==> config.mk <==
export PLATFORM = sky130hd
export DESIGN_NAME = ide_dma_seq
export DESIGN_NICKNAME = d
export VERILOG_FILES = /design/src/rtl/ide_dma_pkg.sv /design/src/rtl/ide_dma_dp.sv /design/src/rtl/ide_dma_ctrl.sv /design/src/rtl/ide_dma_seq.sv
export SDC_FILE = /design/constraint.sdc
export NUM_CORES = 1
export LEC_CHECK = 0
export BUFFER_PORTS_ARGS = -buffer_cell sky130_fd_sc_hd__buf_2
export CAP_MARGIN = 20
export CORE_ASPECT_RATIO = 0.8
export CORE_MARGIN = 2
export CORE_UTILIZATION = 61
export DETAILED_ROUTE_END_ITERATION = 6
export MAX_ROUTING_LAYER = met4
export PLACE_DENSITY_LB_ADDON = 0.15
export SETUP_SLACK_MARGIN = 0.1
export SYNTH_ARGS = -nofsm -noshare
export SYNTH_HDL_FRONTEND = slang
export SYNTH_SLANG_ARGS = --single-unit
==> constraint.sdc <==
create_clock -name clk -period 12.63 [get_ports clk]
set_input_delay 2.526 -clock clk [delete_from_list [all_inputs] [get_ports clk]]
set_output_delay 2.526 -clock clk [all_outputs]
set_load 0.005 [all_outputs]
==> src/rtl/ide_dma_pkg.sv <==
package ide_dma_pkg;

  typedef enum logic [1:0] {
    OP_READ  = 2'd0,
    OP_WRITE = 2'd1,
    OP_TRIM  = 2'd2,
    OP_COPY  = 2'd3
  } op_e;

  localparam logic [1:0] CMD_ILLEGAL = 2'd3;
  localparam logic [7:0] ST_GOOD = 8'h50;
  localparam logic [7:0] ST_BAD  = 8'h41;

  typedef enum logic [1:0] {
    S_WAIT,
    S_BUSY,
    S_FAULT
  } state_e;

  typedef struct packed {
    logic load;
    logic issue;
    logic copy;
  } strobe_t;

endpackage

==> src/rtl/ide_dma_dp.sv <==
module ide_dma_dp
  import ide_dma_pkg::*;
#(
  parameter int SECT_W = 28,
  parameter int CNT_W  = 9,
  parameter int LEN_W  = 16
) (
  input  logic                   clk,
  input  logic                   rstN,
  input  strobe_t                strb,
  input  logic                   optIn,
  input  logic [1:0]             cmdIn,
  input  logic                   nbIn,
  input  logic [SECT_W-1:0]      sectIn,
  input  logic [CNT_W-1:0]       cntIn,
  input  logic [LEN_W-1:0]       pktIn,
  input  logic [LEN_W-1:0]       chunkLen,
  output logic                   optQ,
  output logic [1:0]             cmdQ,
  output logic                   nbQ,
  output logic                   remEmpty,
  output logic                   reqValid,
  output logic [1:0]             reqOp,
  output logic [SECT_W+11:0]     reqOffset,
  output logic [LEN_W-1:0]       reqLen
);

  localparam int DISK_W = CNT_W + 9;
  localparam int BASE_W = (DISK_W > LEN_W) ? DISK_W : LEN_W;
  localparam int REM_W  = BASE_W + 1;
  localparam int OFF_W  = SECT_W + 12;

  logic signed [REM_W-1:0] remQ;
  logic [REM_W-1:0]        idxQ;
  logic [SECT_W-1:0]       sectQ;
  logic signed [REM_W-1:0] chunkS;
  logic [OFF_W-1:0]        baseOff;
  logic [LEN_W-1:0]        copyLen;

  always_comb begin
    chunkS   = $signed(REM_W'(chunkLen));
    baseOff  = optQ ? (OFF_W'(sectQ) << 11) : (OFF_W'(sectQ) << 9);
    remEmpty = remQ[REM_W-1] || (remQ == '0);
    copyLen  = (remQ < chunkS) ? remQ[LEN_W-1:0] : chunkLen;
  end

  always_ff @(posedge clk) begin
    if (!rstN) begin
      remQ      <= '0;
      idxQ      <= '0;
      sectQ     <= '0;
      optQ      <= 1'b0;
      cmdQ      <= '0;
      nbQ       <= 1'b0;
      reqValid  <= 1'b0;
      reqOp     <= '0;
      reqOffset <= '0;
      reqLen    <= '0;
    end else begin
      reqValid <= strb.issue | strb.copy;
      if (strb.load) begin
        remQ  <= optIn ? $signed(REM_W'(pktIn)) : $signed(REM_W'(cntIn) << 9);
        idxQ  <= '0;
        sectQ <= sectIn;
        optQ  <= optIn;
        cmdQ  <= cmdIn;
        nbQ   <= nbIn;
      end else if (strb.issue) begin
        reqOffset <= baseOff + OFF_W'(idxQ);
        reqLen    <= chunkLen;
        reqOp     <= optQ ? OP_READ : cmdQ;
        remQ      <= remQ - chunkS;
        idxQ      <= idxQ + REM_W'(chunkLen);
      end else if (strb.copy) begin
        reqOffset <= '0;
        reqLen    <= copyLen;
        reqOp     <= OP_COPY;
      end
    end
  end

endmodule

==> src/rtl/ide_dma_ctrl.sv <==
module ide_dma_ctrl
  import ide_dma_pkg::*;
(
  input  logic       clk,
  input  logic       rstN,
  input  logic       startReq,
  input  logic       chunkValid,
  input  logic       chunkZero,
  input  logic       blkDone,
  input  logic       blkErr,
  input  logic       optQ,
  input  logic [1:0] cmdQ,
  input  logic       nbQ,
  input  logic       remEmpty,
  output strobe_t    strb,
  output logic       dmaActive,
  output logic [7:0] statusOut,
  output logic       irq,
  output logic       chanEnd,
  output logic       chanKick,
  output logic       errFlag,
  output logic       acctFail
);

  state_e     stateQ, stateN;
  logic       activeN, irqN, endN, kickN, errN, failN;
  logic [7:0] statusN;

  always_comb begin
    strb    = '0;
    stateN  = stateQ;
    activeN = dmaActive;
    statusN = statusOut;
    errN    = errFlag;
    irqN    = 1'b0;
    endN    = 1'b0;
    kickN   = 1'b0;
    failN   = 1'b0;
    if (startReq) begin
      strb.load = 1'b1;
      activeN   = 1'b1;
      kickN     = 1'b1;
      errN      = 1'b0;
      stateN    = S_WAIT;
    end else begin
      unique case (stateQ)
        S_WAIT: begin
          if (chunkValid && dmaActive) begin
            if (remEmpty) begin
              statusN = ST_GOOD;
              irqN    = 1'b1;
              endN    = 1'b1;
              activeN = 1'b0;
            end else if (chunkZero) begin
              endN = 1'b1;
            end else if (optQ && nbQ) begin
              strb.copy = 1'b1;
              statusN   = ST_GOOD;
              irqN      = 1'b1;
              endN      = 1'b1;
              activeN   = 1'b0;
            end else if (!optQ && cmdQ == CMD_ILLEGAL) begin
              stateN  = S_FAULT;
              errN    = 1'b1;
              statusN = ST_BAD;
              endN    = 1'b1;
              activeN = 1'b0;
            end else begin
              strb.issue = 1'b1;
              stateN     = S_BUSY;
            end
          end
        end
        S_BUSY: begin
          if (blkDone) begin
            stateN = S_WAIT;
            endN   = 1'b1;
            if (blkErr) begin
              statusN = ST_BAD;
              irqN    = 1'b1;
              activeN = 1'b0;
              failN   = optQ || (cmdQ != OP_TRIM);
            end else if (remEmpty) begin
              statusN = ST_GOOD;
              irqN    = 1'b1;
              activeN = 1'b0;
            end
          end
        end
        default: ;
      endcase
    end
  end

  always_ff @(posedge clk) begin
    if (!rstN) begin
      stateQ    <= S_WAIT;
      dmaActive <= 1'b0;
      statusOut <= 8'h00;
      errFlag   <= 1'b0;
      irq       <= 1'b0;
      chanEnd   <= 1'b0;
      chanKick  <= 1'b0;
      acctFail  <= 1'b0;
    end else begin
      stateQ    <= stateN;
      dmaActive <= activeN;
      statusOut <= statusN;
      errFlag   <= errN;
      irq       <= irqN;
      chanEnd   <= endN;
      chanKick  <= kickN;
      acctFail  <= failN;
    end
  end

endmodule

==> src/rtl/ide_dma_seq.sv <==
module ide_dma_seq
  import ide_dma_pkg::*;
#(
  parameter int SECT_W = 28,
  parameter int CNT_W  = 9,
  parameter int LEN_W  = 16,
  localparam int OFF_W = SECT_W + 12
) (
  input  logic              clk,
  input  logic              rstN,
  input  logic              startReq,
  input  logic              isOptical,
  input  logic [1:0]        cmdType,
  input  logic              lbaNone,
  input  logic [SECT_W-1:0] sectorNum,
  input  logic [CNT_W-1:0]  sectorCount,
  input  logic [LEN_W-1:0]  packetSize,
  input  logic              chunkValid,
  input  logic [LEN_W-1:0]  chunkLen,
  input  logic              blkDone,
  input  logic              blkErr,
  output logic              reqValid,
  output logic [1:0]        reqOp,
  output logic [OFF_W-1:0]  reqOffset,
  output logic [LEN_W-1:0]  reqLen,
  output logic [7:0]        statusOut,
  output logic              irq,
  output logic              chanEnd,
  output logic              chanKick,
  output logic              dmaActive,
  output logic              errFlag,
  output logic              acctFail
);

  strobe_t    strb;
  logic       optQ, nbQ, remEmpty;
  logic [1:0] cmdQ;

  ide_dma_ctrl u_ctrl (
    .clk(clk), .rstN(rstN), .startReq(startReq), .chunkValid(chunkValid),
    .chunkZero(chunkLen == '0), .blkDone(blkDone), .blkErr(blkErr),
    .optQ(optQ), .cmdQ(cmdQ), .nbQ(nbQ), .remEmpty(remEmpty), .strb(strb),
    .dmaActive(dmaActive), .statusOut(statusOut), .irq(irq), .chanEnd(chanEnd),
    .chanKick(chanKick), .errFlag(errFlag), .acctFail(acctFail)
  );

  ide_dma_dp #(.SECT_W(SECT_W), .CNT_W(CNT_W), .LEN_W(LEN_W)) u_dp (
    .clk(clk), .rstN(rstN), .strb(strb), .optIn(isOptical), .cmdIn(cmdType),
    .nbIn(lbaNone), .sectIn(sectorNum), .cntIn(sectorCount), .pktIn(packetSize),
    .chunkLen(chunkLen), .optQ(optQ), .cmdQ(cmdQ), .nbQ(nbQ), .remEmpty(remEmpty),
    .reqValid(reqValid), .reqOp(reqOp), .reqOffset(reqOffset), .reqLen(reqLen)
  );

endmodule

==> flow_summary.toml <==
[pwr]
power_mw = 1.182
p_leak_nw = 4.273
p_comb_share_pct = 15.5
swShare_pct = 27.66
power.density_nw_per_um2 = 120.3
p_seq_share_pct = 40.3
pwr-share-clk_pct = 44.2
irDropWorstVdd_mv = 0.1104
p_sw_mw = 0.3269
p_int_mw = 0.8548

[setup_path]
r2r_slack_ns = 8.68
r2r_start = "u_dp.optQ$_SDFFE_PN0P_"
reg2reg_to = "u_dp.reqOffset[35]$_SDFFE_PN0P_"
crit_type = "in2reg"
required_ns = 12.96
crit_chain = "buf_2 -> nor4_1 -> nand4_1 -> o211ai_1 -> or4_1 -> and2_1 -> buf_4 -> nand2_1 -> o21ai_0"
crit_buf_inv = 2
start_kind = "primary input"
cp_top_family = "simple AND/OR/NAND/NOR gates"
cpPeakStageDelay_ns = 0.76
crit_fanout = 24
worstPathArrival_ns = 5.89
crit_slowest_cell = "or4_1"
rr_worst_depth = 11
worstSetupEndpointType = "register"

[outcome]
status = "finished, final reports clean"

[cts]
cts_made_buffers = 17
ctsResizeCount = 0
ctsHtreeMaxLevel = 4
cts_max_path_buffers = 2
clock-root-buffer = "clkbuf_16"
path_clk_slew_ns = 0.06
cts_setup_buffers = 0
clock-sinks = 140
cts_hold_buf = 0
clkLatencyLatePin_ns = 0.42
cts_tree = "yes"

[global_route]
grt_start_max_net_pins = 80
antenna_found_initial = 0
grt_pass1_wl_um = 37120
grt_pass1_vias = 7256
grt_use_total_pct = 33.04
grt_overflow = 0

[route]
post-route-drc-count = 0
drtPass1Iterations = 5
wl_um = 23510
wl_per_cell_um = 18.28
vias_per_cell = 6.224
drtAntennaViolNets = 0
drt-initial-drc-count = 595
num_vias = 8004

[die]
die_y_um = 108.9
start_util_pct = 62.18
ios = 152
core_area_um2 = 13500
rows = 38
die_w_um = 135.2
die_area_um2 = 14730

[yosys]
postSynth.asyncResetShare_pct = 0
ys_ff_latch = 140
synth-edff-count = 0
syn_avg_cell_area_um2 = 8.656
synthCells = 970
ys_types = 74
postSynth.topFlopCell = "dfxtp_1"
yosys_warnings = 0
netlist_area_um2 = 8397
ys_seq_area_share_pct = 33.38

[timing]
worstMarginPinSlew_ns = 0.8976
finClkSkew_ns = 0.009956
fmax_ghz = 0.1801
drv_slew = 0
finalCriticalPeriod_ns = 5.552
setup-violations-final = 0
hold_viol_final = 0
fin_crit_sh_pct = 43.96
setup_tns_ns = 0
slew_headroom_pct = 40.16
rsz0062_at_grt = "no"

[final_layout]
area_growth_pct = 17.03
layout.nets = 1217
num_antenna_cells = 0
fin_area_um2 = 9827
layout-drive-gt1-share_pct = 20.71
n_fill_cell = 1067

[worst_hold_path]
holdPathEnd = "u_dp.reqOffset[30]$_SDFFE_PN0P_"
hold_path_class = "reg2reg"
hold_path_depth = 2
hold_start = "u_dp.reqOffset[30]$_SDFFE_PN0P_"

[placement]
port_buffers = 146
hpwl_um = 16550
placed_area_um2 = 9204
gp_congestion = 0.9111

[run]
drv_cap = 0
==> cell families after synthesis <==
logic type	share of synthesized area, %
multiplexers	8.061
flip-flops	33.38
other	0.04466
AO/OA/AOI/OAI	22.84
buffers and inverters	4.455
adder cells (fa/ha/maj)	6.974
AND/OR/NAND/NOR	20.59
XOR/XNOR	3.651
==> synthesized netlist by cell type (all sizes together), types with 13 or more instances <==
library cell / instances / area share, %
dfxtp: 140 / 33
o21ai: 83 / 4.9
nand2: 81 / 3.6
mux2i: 53 / 6.3
nor2b: 53 / 3.9
a21oi: 50 / 3.0
ha: 42 / 6.3
clkbuf: 39 / 1.7
nor2: 39 / 1.7
nor4: 29 / 2.2
inv: 26 / 1.2
buf: 20 / 1.5
nor3: 20 / 1.2
a21o: 19 / 1.7
xor2: 19 / 2.0
o21a: 17 / 1.6
a311oi: 16 / 2.3
xnor2: 16 / 1.7
a211oi: 14 / 1.3
nand3: 14 / 0.83
or3: 14 / 1.0
mux2: 13 / 1.7
==> how the worst max path moves through the flow <==
| stage | from | endpoint | slack [ns] | cells after the start |
|---|---|---|---|---|
| floorplan | chunkLen[0] | u_dp.idxQ[16]$_SDFFE_PP0P_ | 7.64 | 9 |
| global placement | chunkLen[6] | u_dp.reqOffset[5]$_SDFFE_PN0P_ | 6.82 | 8 |
| detailed placement | chunkLen[6] | u_dp.reqOffset[12]$_SDFFE_PN0P_ | 6.76 | 9 |
| CTS | chunkLen[6] | u_dp.reqOffset[12]$_SDFFE_PN0P_ | 7.19 | 9 |
| global route | chunkLen[6] | u_dp.reqOffset[12]$_SDFFE_PN0P_ | 6.82 | 9 |
| finish | chunkLen[6] | u_dp.reqOffset[12]$_SDFFE_PN0P_ | 7.08 | 9 |
==> sequential cells by signal, summed over array words and instances (netlist names) <==
name and count:
u_ctrl.acctFail 1, u_ctrl.errFlag 1, u_ctrl.chanEnd 1, u_ctrl.dmaActive 1
u_dp.nbQ 1, u_dp.idxQ 19, u_ctrl.stateQ 2, u_dp.cmdQ 2
u_ctrl.irq 1, u_ctrl.chanKick 1, u_dp.reqLen 16, u_dp.reqOp 2
u_dp.sectQ 28, u_dp.remQ 19, u_dp.reqValid 1, u_ctrl.statusOut 3
u_dp.reqOffset 40, u_dp.optQ 1
==> tightest hold or removal path, stage by stage (launching register included) <==
cell and delay, ns:
dfxtp_1 0.32, nand2_1 0.04, o21ai_0 0.05
==> placed cells by master (no fill, tap or decap), drive strengths merged, types with 5 or more instances in the layout <==
master,n
a2111oi,10
a211oi,14
a21o,19
a21oi,50
a22o,8
a22oi,7
a311oi,16
a31oi,12
and2,8
and3,12
and4,6
buf,159
clkbuf,19
clkinv,5
conb,5
dfxtp,140
ha,42
inv,28
mux2,13
mux2i,53
nand2,81
nand2b,11
nand3,14
nand4,8
nor2,39
nor2b,53
nor3,20
nor3b,6
nor4,29
o211ai,7
o21a,17
o21ai,83
or3,14
xnor2,16
xor2,19
==> layer usage <==
metal | global-route usage, % | vias to the layer above | part of all wire, %
met2 | 47.86 | 335 | 43
met4 | 9.375 | 0 | 2.0
met1 | 47.04 | 3795 | 48
met5 | - | - | 0
met3 | 6.416 | 37 | 7.4
li1 | - | 3837 | -
==> stage by stage <==
| step | worst slack, ns | utilization [%] | cells | hold slack, ns |
|---|---|---|---|---|
| 2_1_floorplan | 7.641 | - | 974 | 0.4464 |
| 4_1_cts | 7.193 | 72.72 | 1285 | 0.4524 |
| 6_report | 7.078 | 72.78 | 1286 | 0.4488 |
| 3_3_place_gp | 6.824 | 68.16 | 1253 | 0.4336 |
| 3_5_place_dp | 6.762 | 68.16 | 1253 | 0.4378 |
| 5_1_grt | 6.822 | 72.78 | 1286 | 0.4826 |
==> cell type report <==
class | count | area, µm² | share of cell area, %
Clock buffer | 19 | 452.9 | 4.609
Clock inverter | 13 | 162.7 | 1.655
Inverter | 26 | 97.59 | 0.9931
Multi-Input combinational cell | 749 | 5256 | 53.49
Sequential cell | 140 | 2804 | 28.53
Tap cell | 180 | 225.2 | 2.292
Timing Repair Buffer | 159 | 828.3 | 8.429
==> power by group through the flow <==
stage          Clock (mW)  Sequential, mW  Combinational, mW
6_report            0.522           0.476              0.183
5_1_grt             0.545           0.477              0.202
4_1_cts             0.524           0.475              0.180
3_5_place_dp            0           0.484              0.178
3_3_place_gp            0           0.485              0.175
2_1_floorplan           0           0.479              0.132
No activity file was read; power rests on OpenSTA's default activity.
